### src/rtl/cn_ds_pkg.sv
package cn_ds_pkg;
    typedef enum logic [0:0] {
        ST_OPEN = 1'b0,
        ST_FULL = 1'b1
    } acc_state_e;
endpackage

### src/rtl/cn_run_acc.sv
module cn_run_acc
    import cn_ds_pkg::*;
#(
    parameter int DEG   = 30,
    parameter int MAG_W = 4,
    parameter int IDX_W = $clog2(DEG)
) (
    input  logic             clk,
    input  logic             rst_n,
    input  logic             upd_valid,
    input  logic [IDX_W-1:0] upd_idx,
    input  logic             upd_sign,
    input  logic [MAG_W-1:0] upd_mag,
    input  logic             iter_end,
    output logic [MAG_W-1:0] run_min,
    output logic [MAG_W-1:0] run_smin,
    output logic [IDX_W-1:0] run_idx,
    output logic             run_par
);
    localparam int CNT_W = $clog2(DEG + 1);
    localparam logic [MAG_W-1:0] MAG_TOP = {MAG_W{1'b1}};
    localparam logic [CNT_W-1:0] LAST_CNT = CNT_W'(DEG - 1);
    localparam logic [IDX_W:0] IDX_LIM = (IDX_W + 1)'(DEG);

    acc_state_e       state_q, state_d;
    logic [CNT_W-1:0] cnt_q;
    logic             idx_ok;
    logic             accept;

    assign idx_ok = ({1'b0, upd_idx} < IDX_LIM);
    assign accept = upd_valid && !iter_end && (state_q == ST_OPEN) && idx_ok;

    always_comb begin
        state_d = state_q;
        unique case (state_q)
            ST_OPEN: begin
                if (accept && cnt_q == LAST_CNT) state_d = ST_FULL;
            end
            ST_FULL: begin
                if (iter_end) state_d = ST_OPEN;
            end
            default: state_d = ST_OPEN;
        endcase
    end

    always_ff @(posedge clk) begin
        if (!rst_n) state_q <= ST_OPEN;
        else        state_q <= state_d;
    end

    always_ff @(posedge clk) begin
        if (!rst_n || iter_end) begin
            cnt_q    <= '0;
            run_min  <= MAG_TOP;
            run_smin <= MAG_TOP;
            run_idx  <= '0;
            run_par  <= 1'b0;
        end else if (accept) begin
            cnt_q   <= cnt_q + 1'b1;
            run_par <= run_par ^ upd_sign;
            if (upd_mag < run_min) begin
                run_smin <= run_min;
                run_min  <= upd_mag;
                run_idx  <= upd_idx;
            end else if (upd_mag < run_smin) begin
                run_smin <= upd_mag;
            end
        end
    end


    order_chk: assert property (@(posedge clk) disable iff (!rst_n)
        run_min <= run_smin);


    full_hold_chk: assert property (@(posedge clk) disable iff (!rst_n)
        (state_q == ST_FULL && !iter_end) |=>
            ($stable(run_min) && $stable(run_smin) && $stable(run_idx) && $stable(run_par)));


    restart_chk: assert property (@(posedge clk) disable iff (!rst_n)
        iter_end |=> (run_min == MAG_TOP && run_smin == MAG_TOP && run_idx == '0 && !run_par));


    idx_range_chk: assert property (@(posedge clk) disable iff (!rst_n)
        {1'b0, run_idx} < IDX_LIM);
endmodule

### src/rtl/cn_old_store.sv
module cn_old_store #(
    parameter int DEG   = 30,
    parameter int MAG_W = 4,
    parameter int IDX_W = $clog2(DEG)
) (
    input  logic             clk,
    input  logic             rst_n,
    input  logic             iter_end,
    input  logic [MAG_W-1:0] run_min,
    input  logic [MAG_W-1:0] run_smin,
    input  logic [IDX_W-1:0] run_idx,
    input  logic             run_par,
    output logic [MAG_W-1:0] old_min,
    output logic [MAG_W-1:0] old_smin,
    output logic [IDX_W-1:0] old_idx,
    output logic             old_par
);
    localparam logic [MAG_W-1:0] MAG_TOP = {MAG_W{1'b1}};

    always_ff @(posedge clk) begin
        if (!rst_n) begin
            old_min  <= MAG_TOP;
            old_smin <= MAG_TOP;
            old_idx  <= '0;
            old_par  <= 1'b0;
        end else if (iter_end) begin
            old_min  <= run_min;
            old_smin <= run_smin;
            old_idx  <= run_idx;
            old_par  <= run_par;
        end
    end


    old_hold_chk: assert property (@(posedge clk) disable iff (!rst_n)
        !iter_end |=> ($stable(old_min) && $stable(old_smin) && $stable(old_idx) && $stable(old_par)));


    commit_chk: assert property (@(posedge clk) disable iff (!rst_n)
        iter_end |=> (old_min == $past(run_min) && old_smin == $past(run_smin)
                      && old_par == $past(run_par)));
endmodule

### src/rtl/cn_msg_out.sv
module cn_msg_out #(
    parameter int DEG   = 30,
    parameter int MAG_W = 4,
    parameter int IDX_W = $clog2(DEG)
) (
    input  logic             clk,
    input  logic             rst_n,
    input  logic [MAG_W-1:0] old_min,
    input  logic [MAG_W-1:0] old_smin,
    input  logic [IDX_W-1:0] old_idx,
    input  logic             old_par,
    input  logic [IDX_W-1:0] qry_idx,
    input  logic             qry_sign,
    output logic [MAG_W:0]   msg_out
);
    logic hit;

    always_comb begin
        hit     = (qry_idx == old_idx);
        msg_out = {old_par ^ qry_sign, hit ? old_smin : old_min};
    end


    msg_floor_chk: assert property (@(posedge clk) disable iff (!rst_n)
        msg_out[MAG_W-1:0] >= old_min);
endmodule

### src/rtl/cn_dataset_unit.sv
module cn_dataset_unit #(
    parameter int DEG   = 30,
    parameter int MAG_W = 4,
    parameter int IDX_W = $clog2(DEG)
) (
    input  logic             clk,
    input  logic             rst_n,
    input  logic             upd_valid,
    input  logic [IDX_W-1:0] upd_idx,
    input  logic             upd_sign,
    input  logic [MAG_W-1:0] upd_mag,
    input  logic             iter_end,
    input  logic [IDX_W-1:0] qry_idx,
    input  logic             qry_sign,
    output logic [MAG_W:0]   msg_out
);
    logic [MAG_W-1:0] run_min, run_smin, old_min, old_smin;
    logic [IDX_W-1:0] run_idx, old_idx;
    logic             run_par, old_par;

    cn_run_acc #(.DEG(DEG), .MAG_W(MAG_W), .IDX_W(IDX_W)) u_acc (
        .clk(clk), .rst_n(rst_n), .upd_valid(upd_valid), .upd_idx(upd_idx),
        .upd_sign(upd_sign), .upd_mag(upd_mag), .iter_end(iter_end),
        .run_min(run_min), .run_smin(run_smin), .run_idx(run_idx), .run_par(run_par)
    );

    cn_old_store #(.DEG(DEG), .MAG_W(MAG_W), .IDX_W(IDX_W)) u_old (
        .clk(clk), .rst_n(rst_n), .iter_end(iter_end),
        .run_min(run_min), .run_smin(run_smin), .run_idx(run_idx), .run_par(run_par),
        .old_min(old_min), .old_smin(old_smin), .old_idx(old_idx), .old_par(old_par)
    );

    cn_msg_out #(.DEG(DEG), .MAG_W(MAG_W), .IDX_W(IDX_W)) u_msg (
        .clk(clk), .rst_n(rst_n),
        .old_min(old_min), .old_smin(old_smin), .old_idx(old_idx), .old_par(old_par),
        .qry_idx(qry_idx), .qry_sign(qry_sign), .msg_out(msg_out)
    );
endmodule

### config.mk
export PLATFORM = sky130hd
export DESIGN_NAME = cn_dataset_unit
export DESIGN_NICKNAME = d
export VERILOG_FILES = /design/src/rtl/cn_ds_pkg.sv /design/src/rtl/cn_run_acc.sv /design/src/rtl/cn_old_store.sv /design/src/rtl/cn_msg_out.sv /design/src/rtl/cn_dataset_unit.sv
export SDC_FILE = /design/constraint.sdc
export NUM_CORES = 1
export LEC_CHECK = 0
export ABC_AREA = 1
export CAP_MARGIN = 25
export CELL_PAD_IN_SITES_DETAIL_PLACEMENT = 0
export CELL_PAD_IN_SITES_GLOBAL_PLACEMENT = 1
export CORE_MARGIN = 1
export CORE_UTILIZATION = 41
export DETAILED_ROUTE_END_ITERATION = 12
export GPL_ROUTABILITY_DRIVEN = 1
export PLACE_DENSITY = 0.81
export SLEW_MARGIN = 20
export SYNTH_ARGS = -nofsm -noshare
export SYNTH_HDL_FRONTEND = slang
export SYNTH_SLANG_ARGS = --single-unit
### constraint.sdc
create_clock -name clk -period 2.6 [get_ports clk]
set_clock_uncertainty 0.2 [all_clocks]
set_input_delay 0.52 -clock clk [delete_from_list [all_inputs] [get_ports clk]]
set_output_delay 0.52 -clock clk [all_outputs]
set_load 0.05 [all_outputs]
==> metrics.cfg, run 1 <==
[clocking]
cts_root_buf=clkbuf_8
htreeDepth=2
clk_latency_ns=0.29
clk_pin_slew_ns=0.07
cts_tree=built
cts_inserted_buffers=5
cts_setup_buffers=0
cts_hold_buffers=0
clockBufferDepth=2
clock-sinks=34

[drt]
routed_wirelength_um=3455
ant_nets=0
drt-initial-drc-count=62
vias=1517
drc=0
avgRoutedWirePerCell_um=10.83
firstDrtPassIters=5
vias_per_cell=4.755

[worst_setup_path]
cp_cell_sequence=clkdlybuf4s50_1, xnor2_2, nand3_2, nand2_1, o21ai_1, buf_4, buf_12
cp.depth=7
cp_num_buf_inv=3
timing.rr.end=u_acc.run_idx[0]$_SDFFE_PP0P_
slowest_delay_ns=0.51
r2r_cells=7
reg2reg_from=u_acc.run_min[3]$_SDFFE_PP1P_
critical_path_class=in2out
cp-endpoint=msg_out[0]
cpLargestDelayFamily=buffers and inverters
r2r_slack_ns=0.76
slowest_stage=clkdlybuf4s50_1
startpoint=qry_idx[4]
cp-start-kind=primary input
crit_arrival_ns=1.79
worstPathRequired_ns=1.88
cp_max_fo=8
cp-end-kind=output pin

[placed_design]
post-dp-hpwl_um=2565
placedInstanceArea_um2=2081
pre_cts_slack_ns=-0.08164
numPortBuffers=24
gp_congestion=0.7861

[floorplan]
ios=25
core_um2=3744
fp.dieH_um=65.35
rows=22
dieWidth_um=65.35
initial_utilization_pct=43.95
dieArea_um2=4271

[power]
fin_total_pwr_mw=1.196
power_per_cell_area_nw_per_um2=541.2
ir_worst_vdd_mv=0.3525
p_leak_nw=1.139

[logic_synthesis]
synth.area.top_cells=dfxtp_1, nand2_1, inv_1
yosysUniqueCellTypes=23
yosys.area.top_type=dfxtp_1
yosysWarnings=0
synth-seq-cells=34
synth_top_area_share_pct=41.37
netlist_area_um2=1645
synth_nets=259
syn_inst=231
syn_area_per_cell_um2=7.123
ys_seq_area_share_pct=41.37

[sta]
fin_setup_tns_ns=0
hold_viol_final=0
min_period_ns=2.507
fin_ws_ns=0.09310
rsz0062_at_grt=no
slew-limit-headroom_pct=83.50
whs_ns=0.2600
finalCritPeriodShare_pct=96.42
maxSlewViolCount=0
setup_violations=0
clock.fmax_mhz=398.9
worst_pin_slew_ns=0.2466

[cells_and_area]
design_area_um2=2210
multi_input_area_um2=812.0
drive_above_1_share_pct=14.02
final_common_cell=nand2_1
ff_latch_area_um2=680.7
diodes=0
final_cell_mix=nand2_1, inv_1, dfxtp_1, nand3_1, a21oi_1
area_delta_synth_final_pct=34.30
fillers=379
nets=298

[global_routing]
use_met1_pct=23.82
grt_use_met2_pct=30.93
grt_max_degree=23
grt_overflow=0
first_global_vias=1426
groute.usage.overall_pct=19.13
grt_pass1_wl_um=6168
grtUsageMet3_pct=4.340
antenna_found_initial=0
grt-busiest-layer=met2

[run]
cap_violations=0

[worst_hold_path]
min_path_type=reg2reg
min_delay_path_depth=2

[status]
run_status=complete, no violations

[per-layer routing]
layer / routed length [um] / vias to the layer above
li1: - / 819
met1: 1722 / 661
met2: 1484 / 32
met3: 185 / 5
met4: 61 / 0
met5: 0 / -
[how the worst min path moves through the flow]
stage	to	from
2_1_floorplan	u_old.old_min[0]$_SDFFE_PN1P_	u_old.old_min[0]$_SDFFE_PN1P_
3_3_place_gp	u_old.old_min[0]$_SDFFE_PN1P_	u_old.old_min[0]$_SDFFE_PN1P_
3_5_place_dp	u_old.old_min[0]$_SDFFE_PN1P_	u_old.old_min[0]$_SDFFE_PN1P_
4_1_cts	u_old.old_idx[1]$_SDFFE_PN0P_	u_acc.run_idx[1]$_SDFFE_PP0P_
5_1_grt	u_old.old_min[0]$_SDFFE_PN1P_	u_old.old_min[0]$_SDFFE_PN1P_
6_report	u_old.old_min[0]$_SDFFE_PN1P_	u_old.old_min[0]$_SDFFE_PN1P_
[cells in the mapped netlist (all sizes together)]
| cell type | n |
|---|---|
| buf | 3 |
| nor3 | 2 |
| dfxtp | 34 |
| nand4 | 2 |
| nor2 | 17 |
| inv | 37 |
| clkinv | 1 |
| nand3 | 21 |
| xnor2 | 1 |
| o21ai | 19 |
| a211oi | 1 |
| ha | 8 |
| nand2 | 55 |
| xor2 | 4 |
| o211ai | 4 |
| o22ai | 1 |
| clkbuf | 3 |
| a21oi | 18 |
[cell families (layout without fill, tap and decap cells)]
logic type	count (synthesis)	count (layout)	share of synthesized area, %
adders and majority gates	8	8	6.084
buffers and inverters	44	84	10.72
DFF	34	34	41.37
and+or+nand+nor	97	97	25.25
xor gates and xnor gates	5	5	2.661
AOI/OAI and AO/OA	43	43	13.92
[sequential cells by signal (all words and copies together), names as in the netlist]
name / count
u_acc.cnt_q: 5
u_acc.run_idx: 5
u_acc.run_min: 4
u_acc.run_par: 1
u_acc.run_smin: 4
u_acc.state_q: 1
u_old.old_idx: 5
u_old.old_min: 4
u_old.old_par: 1
u_old.old_smin: 4
[where the power goes]
group | total (mW) | internal (mW) | leakage, nW | switching [mW]
Sequential | 0.556 | 0.543 | 0.278 | 0.0125
Clock | 0.404 | 0.213 | 0.0472 | 0.192
Combinational | 0.236 | 0.113 | 0.813 | 0.123
[final cells by class]
class                      instances  share of cell area [%]
tap                               48                   2.718
inverter                          38                   6.512
sequential                        34                   30.80
timing repair buffer              38                   18.91
clock buffer                       6                   3.737
multi-input combinational        153                   36.75
clock inverter                     2                  0.5663
[per-stage QoR]
stage	cells	utilization (%)
finish	319	59.02
global route	319	59.02
CTS	319	58.39
detailed placement	311	55.58
global placement	311	55.58
floorplan	231	-
[tightest hold or removal path, delay by kind of cell, from the launching register on]
family | cells | cell delay, ns
flip-flops | 1 | 0.33
AND/OR/NAND/NOR | 2 | 0.10
[timing repair]
action,in CTS,in global routing
setup endpoints to repair,4,4
pin swaps,1,5
hold endpoints to repair,0,0
gates resized for setup,2,11
No activity file was read; power rests on OpenSTA's default activity.
==> run 2, diff against run 1 <==
Settings changed: CORE_MARGIN 1 to 4, RECOVER_POWER from default to 50.
==> run 2 against run 1 <==
Power grew 7.4%. Largest power group unchanged. Final cell count shrank 0.31%. Non-clock buffer count is the same. Critical endpoint is now msg_out[3]. First-iteration DRC count shrank 18%.
==> metrics.cfg, run 2 (synthesis results as in run 1) <==
[status]
run_status=complete, no violations

[drt]
firstDrtPassIters=4  ; -1
avgRoutedWirePerCell_um=11.08  ; +2.3%
wl_met1_um=1816  ; +5.5%
ant_nets=0  ; unchanged
drt-initial-drc-count=51  ; -18%
wl_met2_um=1494  ; +0.67%
vias=1500  ; -1.1%
routed.top_layer=met4
dr_wl_met3_um=147  ; -21%
drc=0  ; unchanged
vias_per_cell=4.717  ; -0.81%
routed_wirelength_um=3524  ; +2.0%

[global_routing]
first_global_vias=1340  ; -6.0%
grt_max_degree=23  ; unchanged
grt_overflow=0  ; unchanged
grt_pass1_wl_um=6072  ; -1.6%
groute.usage.overall_pct=15.32  ; -3.8 points
antenna_found_initial=0  ; unchanged

[worst_setup_path]
cp_max_fo=8  ; unchanged
cp_num_buf_inv=3  ; unchanged
cp-end-kind=output pin
cp_cell_sequence=clkdlybuf4s50_1, xnor2_1, nand3_2, nand2_1, o21ai_1, buf_4, buf_12
worstPathRequired_ns=1.88  ; about the same
slowest_stage=clkdlybuf4s50_1
r2r_slack_ns=0.77  ; about the same
cp-start-kind=primary input
slowest_delay_ns=0.47  ; -0.04 ns
crit_arrival_ns=1.78  ; about the same
cpLargestDelayFamily=buffers and inverters
critical_path_class=in2out

[sta]
finalCritPeriodShare_pct=96.26  ; -0.16 points
setup_violations=0  ; unchanged
worst_pin_slew_ns=0.7576  ; +0.5110 ns
clock.fmax_mhz=399.5  ; +0.16%
min_period_ns=2.503  ; -0.004073 ns
slew-limit-headroom_pct=49.49  ; -34 points
maxSlewViolCount=0  ; unchanged
rsz0062_at_grt=no
hold_viol_final=0  ; unchanged

[clocking]
cts_root_buf=clkbuf_8
htreeDepth=2  ; unchanged
clk_latency_ns=0.29  ; about the same
cts_hold_buffers=0  ; unchanged
clockBufferDepth=2  ; unchanged
clock-sinks=34  ; unchanged
cts_inserted_buffers=5  ; unchanged
cts_setup_buffers=0  ; unchanged
clk_pin_slew_ns=0.07  ; about the same
cts_tree=built

[cells_and_area]
nets=298  ; unchanged
drive_above_1_share_pct=12.96  ; -1.1 points
final_cell_mix=nand2_1, inv_1, dfxtp_1, nand3_1, a21oi_1
largest_registers=u_acc.cnt_q (5), u_acc.run_idx (5), u_old.old_idx (5)
design_area_um2=2210  ; unchanged
diodes=0  ; unchanged
area_delta_synth_final_pct=34.30  ; unchanged
fillers=359  ; -5.3%
final_common_cell=nand2_1
final_util_pct=58.59  ; -0.43 points

[floorplan]
rows=22  ; unchanged
ios=25  ; unchanged
dieWidth_um=71.35  ; +9.2%
fp.dieH_um=71.35  ; +9.2%
initial_utilization_pct=43.63  ; -0.32 points
core_um2=3771  ; +0.74%
dieArea_um2=5091  ; +19%

[power]
switching_share_pct=25.26  ; -2.1 points
p_leak_nw=1.128  ; -0.95%
seqPwrFrac_pct=43.3  ; -3.2 points
power.share.combinational_pct=18.1  ; -1.6 points
power_per_cell_area_nw_per_um2=581.1  ; +7.4%
ir_worst_vdd_mv=0.3836  ; +8.8%
switchingPower_uw=324.4  ; -0.92%
clkPwrFrac_pct=38.6  ; +4.8 points
intPower_uw=959.6  ; +10%

[placed_design]
numPortBuffers=24  ; unchanged
placedInstanceArea_um2=2081  ; unchanged
gp_congestion=0.7961  ; +1.3%
post-dp-hpwl_um=2639  ; +2.9%

[run]
cap_violations=0  ; unchanged

[worst_hold_path]
min_path_type=reg2reg

run 2: worst paths after layout:
kind                                               startpoint                       endpoint  depth (start not counted)
worst min-delay path            u_acc.run_idx[3]$_SDFFE_PP0P_  u_old.old_idx[3]$_SDFFE_PN0P_                          2
worst max register to register  u_acc.run_min[3]$_SDFFE_PP1P_  u_acc.run_idx[0]$_SDFFE_PP0P_                          7
worst min register to register  u_acc.run_idx[3]$_SDFFE_PP0P_  u_old.old_idx[3]$_SDFFE_PN0P_                          2
worst max-delay path                               qry_idx[4]                     msg_out[3]                          7
run 2: timing repair:
action                     4_1_cts  5_1_grt
setup endpoints to repair        4        4
gates cloned                     0        0
gates resized for setup          7        5
pin swaps                        3        5
run 2: layout make-up:
type,count,area (um^2),share of cell area [%]
well taps,48,60.06,2.718
clock inverters,1,30.03,1.359
flip-flops and latches,34,680.7,30.80
multi-input cells,153,804.5,36.41
clock buffers,6,82.58,3.737
repair buffers,38,407.9,18.46
inverters,38,143.9,6.512
run 2: power by group through the flow:
stage	logic [mW]	clock network, mW	registers (mW)
floorplan	0.126	0	0.564
global placement	0.231	0	0.567
CTS	0.236	0.511	0.555
finish	0.232	0.496	0.555
detailed placement	0.233	0	0.567
global route	0.259	0.534	0.558
run 2: worst register-to-register path: cells and delay by family (launching register included):
kind                       cells  cell delay [ns]
AOI/OAI and AO/OA              2             0.35
DFF                            1             0.33
adders and majority gates      1             0.31
buffers and inverters          2             0.30
and+or+nand+nor                2             0.25
run 2: layer usage:
layer,global-route usage [%],vias to the layer above
met5,0,-
li1,-,820
met2,22.65,20
met1,20.36,654
met3,5.189,6
met4,6.263,0
run 2: metrics by stage:
step / instances / setup slack, ns / total power, mW / TNS, ns / hold slack [ns]
final: 318 / 0.09717 / 1.284 / 0 / 0.2589
after global routing: 318 / 0.02456 / 1.351 / 0 / 0.2745
after CTS: 318 / 0.01239 / 1.303 / 0 / 0.2545
after detailed placement: 311 / -0.09146 / 0.7996 / -0.3173 / 0.2434
after global placement: 311 / -0.05765 / 0.7975 / -0.1923 / 0.2448
after floorplan: 231 / -0.2071 / 0.6892 / -0.8284 / 0.2292
==> run 3, diff against run 2 <==
--- a/config.mk
+++ b/config.mk
@@ -11,8 +11,9 @@
 export CELL_PAD_IN_SITES_GLOBAL_PLACEMENT = 1
 export CORE_MARGIN = 4
-export CORE_UTILIZATION = 41
+export CORE_UTILIZATION = 43
+export CTS_BUF_LIST = sky130_fd_sc_hd__clkbuf_8
 export DETAILED_ROUTE_END_ITERATION = 12
 export GPL_ROUTABILITY_DRIVEN = 1
-export PLACE_DENSITY = 0.81
+export PLACE_DENSITY = 0.84
 export RECOVER_POWER = 50
 export SLEW_MARGIN = 20
@@ -20,2 +21,3 @@
 export SYNTH_HDL_FRONTEND = slang
 export SYNTH_SLANG_ARGS = --single-unit
+export TNS_END_PERCENT = 1
==> constraint.sdc (replaced) <==
create_clock -name clk -period 2.6 [get_ports clk]
set_clock_uncertainty 0.2 [all_clocks]
set_input_delay 0.52 -clock clk [delete_from_list [all_inputs] [get_ports clk]]
set_output_delay 0.52 -clock clk [all_outputs]
set_load 0.1 [all_outputs]
==> run 3 against run 2 <==
Core utilization shrank 0.35 points. Maximum frequency shrank 0.44%. Critical path type unchanged. Final cell count shrank 1.6%. Critical endpoint unchanged. Worst setup slack lost 0.011 ns. Via count shrank 1.3%.
==> metrics.cfg, run 3 (synthesis results as in run 1) <==
[clocking]
cts_tree=built
clock-sinks=34  ; unchanged
cts_inserted_buffers=5  ; unchanged
clk_latency_ns=0.28  ; about the same
clockBufferDepth=2  ; unchanged
cts_root_buf=clkbuf_8
clk_pin_slew_ns=0.06  ; about the same
htreeDepth=2  ; unchanged
cts_hold_buffers=0  ; unchanged

[drt]
routed_wirelength_um=3442  ; -2.3%
ant_nets=0  ; unchanged
drc=0  ; unchanged
avgRoutedWirePerCell_um=11.00  ; -0.77%
vias=1480  ; -1.3%
firstDrtPassIters=4  ; unchanged
drt-initial-drc-count=68  ; +33%
vias_per_cell=4.728  ; +0.24%

[floorplan]
dieArea_um2=4880  ; -4.1%
ios=25  ; unchanged
fp.dieH_um=69.86  ; -2.1%
dieWidth_um=69.86  ; -2.1%
rows=22  ; unchanged
core_um2=3689  ; -2.2%
initial_utilization_pct=44.61  ; +0.98 points

[placed_design]
pre_cts_slack_ns=-0.1413  ; -0.04980 ns
numPortBuffers=24  ; unchanged
gp_congestion=0.7944  ; -0.21%
placedInstanceArea_um2=2036  ; -2.2%
post-dp-hpwl_um=2580  ; -2.2%

[cells_and_area]
area_delta_synth_final_pct=30.57
final_common_cell=nand2_1
final_cell_mix=nand2_1, inv_1, dfxtp_1, nand3_1, a21oi_1
drive_above_1_share_pct=11.70  ; -1.3 points
largest_registers=u_acc.cnt_q (5), u_acc.run_idx (5), u_old.old_idx (5)
design_area_um2=2148  ; -2.8%
diodes=0  ; unchanged
final_util_pct=58.24  ; -0.35 points
nets=292  ; -2.0%

[power]
switchingPower_uw=341.6  ; +5.3%
fin_total_pwr_mw=1.196  ; -6.8%
seqPwrFrac_pct=46.4  ; +3.1 points
clkPwrFrac_pct=32.6  ; -6.0 points
p_leak_nw=1.091  ; -3.3%
power_per_cell_area_nw_per_um2=556.9  ; -4.2%
intPower_uw=854.7  ; -11%
switching_share_pct=28.55  ; +3.3 points
power.share.combinational_pct=21.0  ; +2.9 points
ir_worst_vdd_mv=0.3160  ; -18%

[global_routing]
grt_pass1_wl_um=5975  ; -1.6%
grt_overflow=0  ; unchanged
antenna_found_initial=0  ; unchanged
first_global_vias=1355  ; +1.1%
groute.usage.overall_pct=15.11  ; -0.21 points
grt_max_degree=23  ; unchanged

[sta]
hold_viol_final=0  ; unchanged
rsz0062_at_grt=no
finalCritPeriodShare_pct=96.69  ; +0.43 points
slew-limit-headroom_pct=50.49  ; +0.99 points
worst_pin_slew_ns=0.7427  ; -0.01487 ns
setup_violations=0  ; unchanged
fin_ws_ns=0.08600  ; -0.01117 ns
min_period_ns=2.514  ; +0.01117 ns
fin_setup_tns_ns=0  ; unchanged
clock.fmax_mhz=397.8  ; -0.44%
maxSlewViolCount=0  ; unchanged

[worst_setup_path]
crit_arrival_ns=1.79  ; about the same
cp_max_fo=8  ; unchanged
cp-end-kind=output pin
worstPathRequired_ns=1.88  ; about the same
cp-start-kind=primary input
critical_path_class=in2out

[worst_hold_path]
min_path_type=reg2reg

[status]
run_status=complete, no violations

[run]
cap_violations=0  ; unchanged

## run 3: final timing paths
kind                                                    start                             to  slack (ns)  cells past startpoint
worst max-delay path                               qry_idx[4]                     msg_out[3]        0.09                      5
worst min-delay path            u_acc.run_idx[3]$_SDFFE_PP0P_  u_old.old_idx[3]$_SDFFE_PN0P_        0.26                      2
worst max register to register  u_acc.run_min[3]$_SDFFE_PP1P_  u_acc.run_idx[0]$_SDFFE_PP0P_        0.76                      9
worst min register to register  u_acc.run_idx[3]$_SDFFE_PP0P_  u_old.old_idx[3]$_SDFFE_PN0P_        0.26                      2
## run 3: what timing repair did
item	CTS	global route
resized for setup	8	2
pin swaps	4	2
hold endpoints to repair	0	0
buffers inserted	0	0
setup endpoints to repair	4	4
## run 3: per-layer routing
layer,up-vias,track usage [%],share of wire [%]
li1,807,-,-
met1,648,20.02,50
met2,21,23.71,45
met3,4,3.597,4.1
met4,0,5.745,1.4
met5,-,0,0
## run 3: power by group through the flow
stage                     clock (mW)  sequential [mW]  combinational (mW)
after floorplan                    0            0.564               0.153
after global placement             0            0.567               0.248
after detailed placement           0            0.567               0.250
after CTS                      0.403            0.555               0.255
after global routing           0.430            0.558               0.276
final                          0.390            0.555               0.251
## run 3: through the flow
step | std cells | hold slack, ns
2_1_floorplan | 231 | 0.2292
3_3_place_gp | 305 | 0.2417
3_5_place_dp | 305 | 0.2426
4_1_cts | 313 | 0.2545
5_1_grt | 313 | 0.2818
6_report | 313 | 0.2552
## run 3: cell type report
type                    count  area, um^2
fillers                   366        1540
multi-input cells         153       813.3
flip-flops and latches     34       680.7
repair buffers             32       359.1
inverters                  38       143.9
clock buffers               6       82.58
well taps                  48       60.06
clock inverters             2       8.758
## run 3: worst max-delay path, stage by stage
cell and delay, ns:
clkdlybuf4s50_1 0.47, xnor2_1 0.14, nand3_2 0.23, o21ai_2 0.23, buf_12 0.20
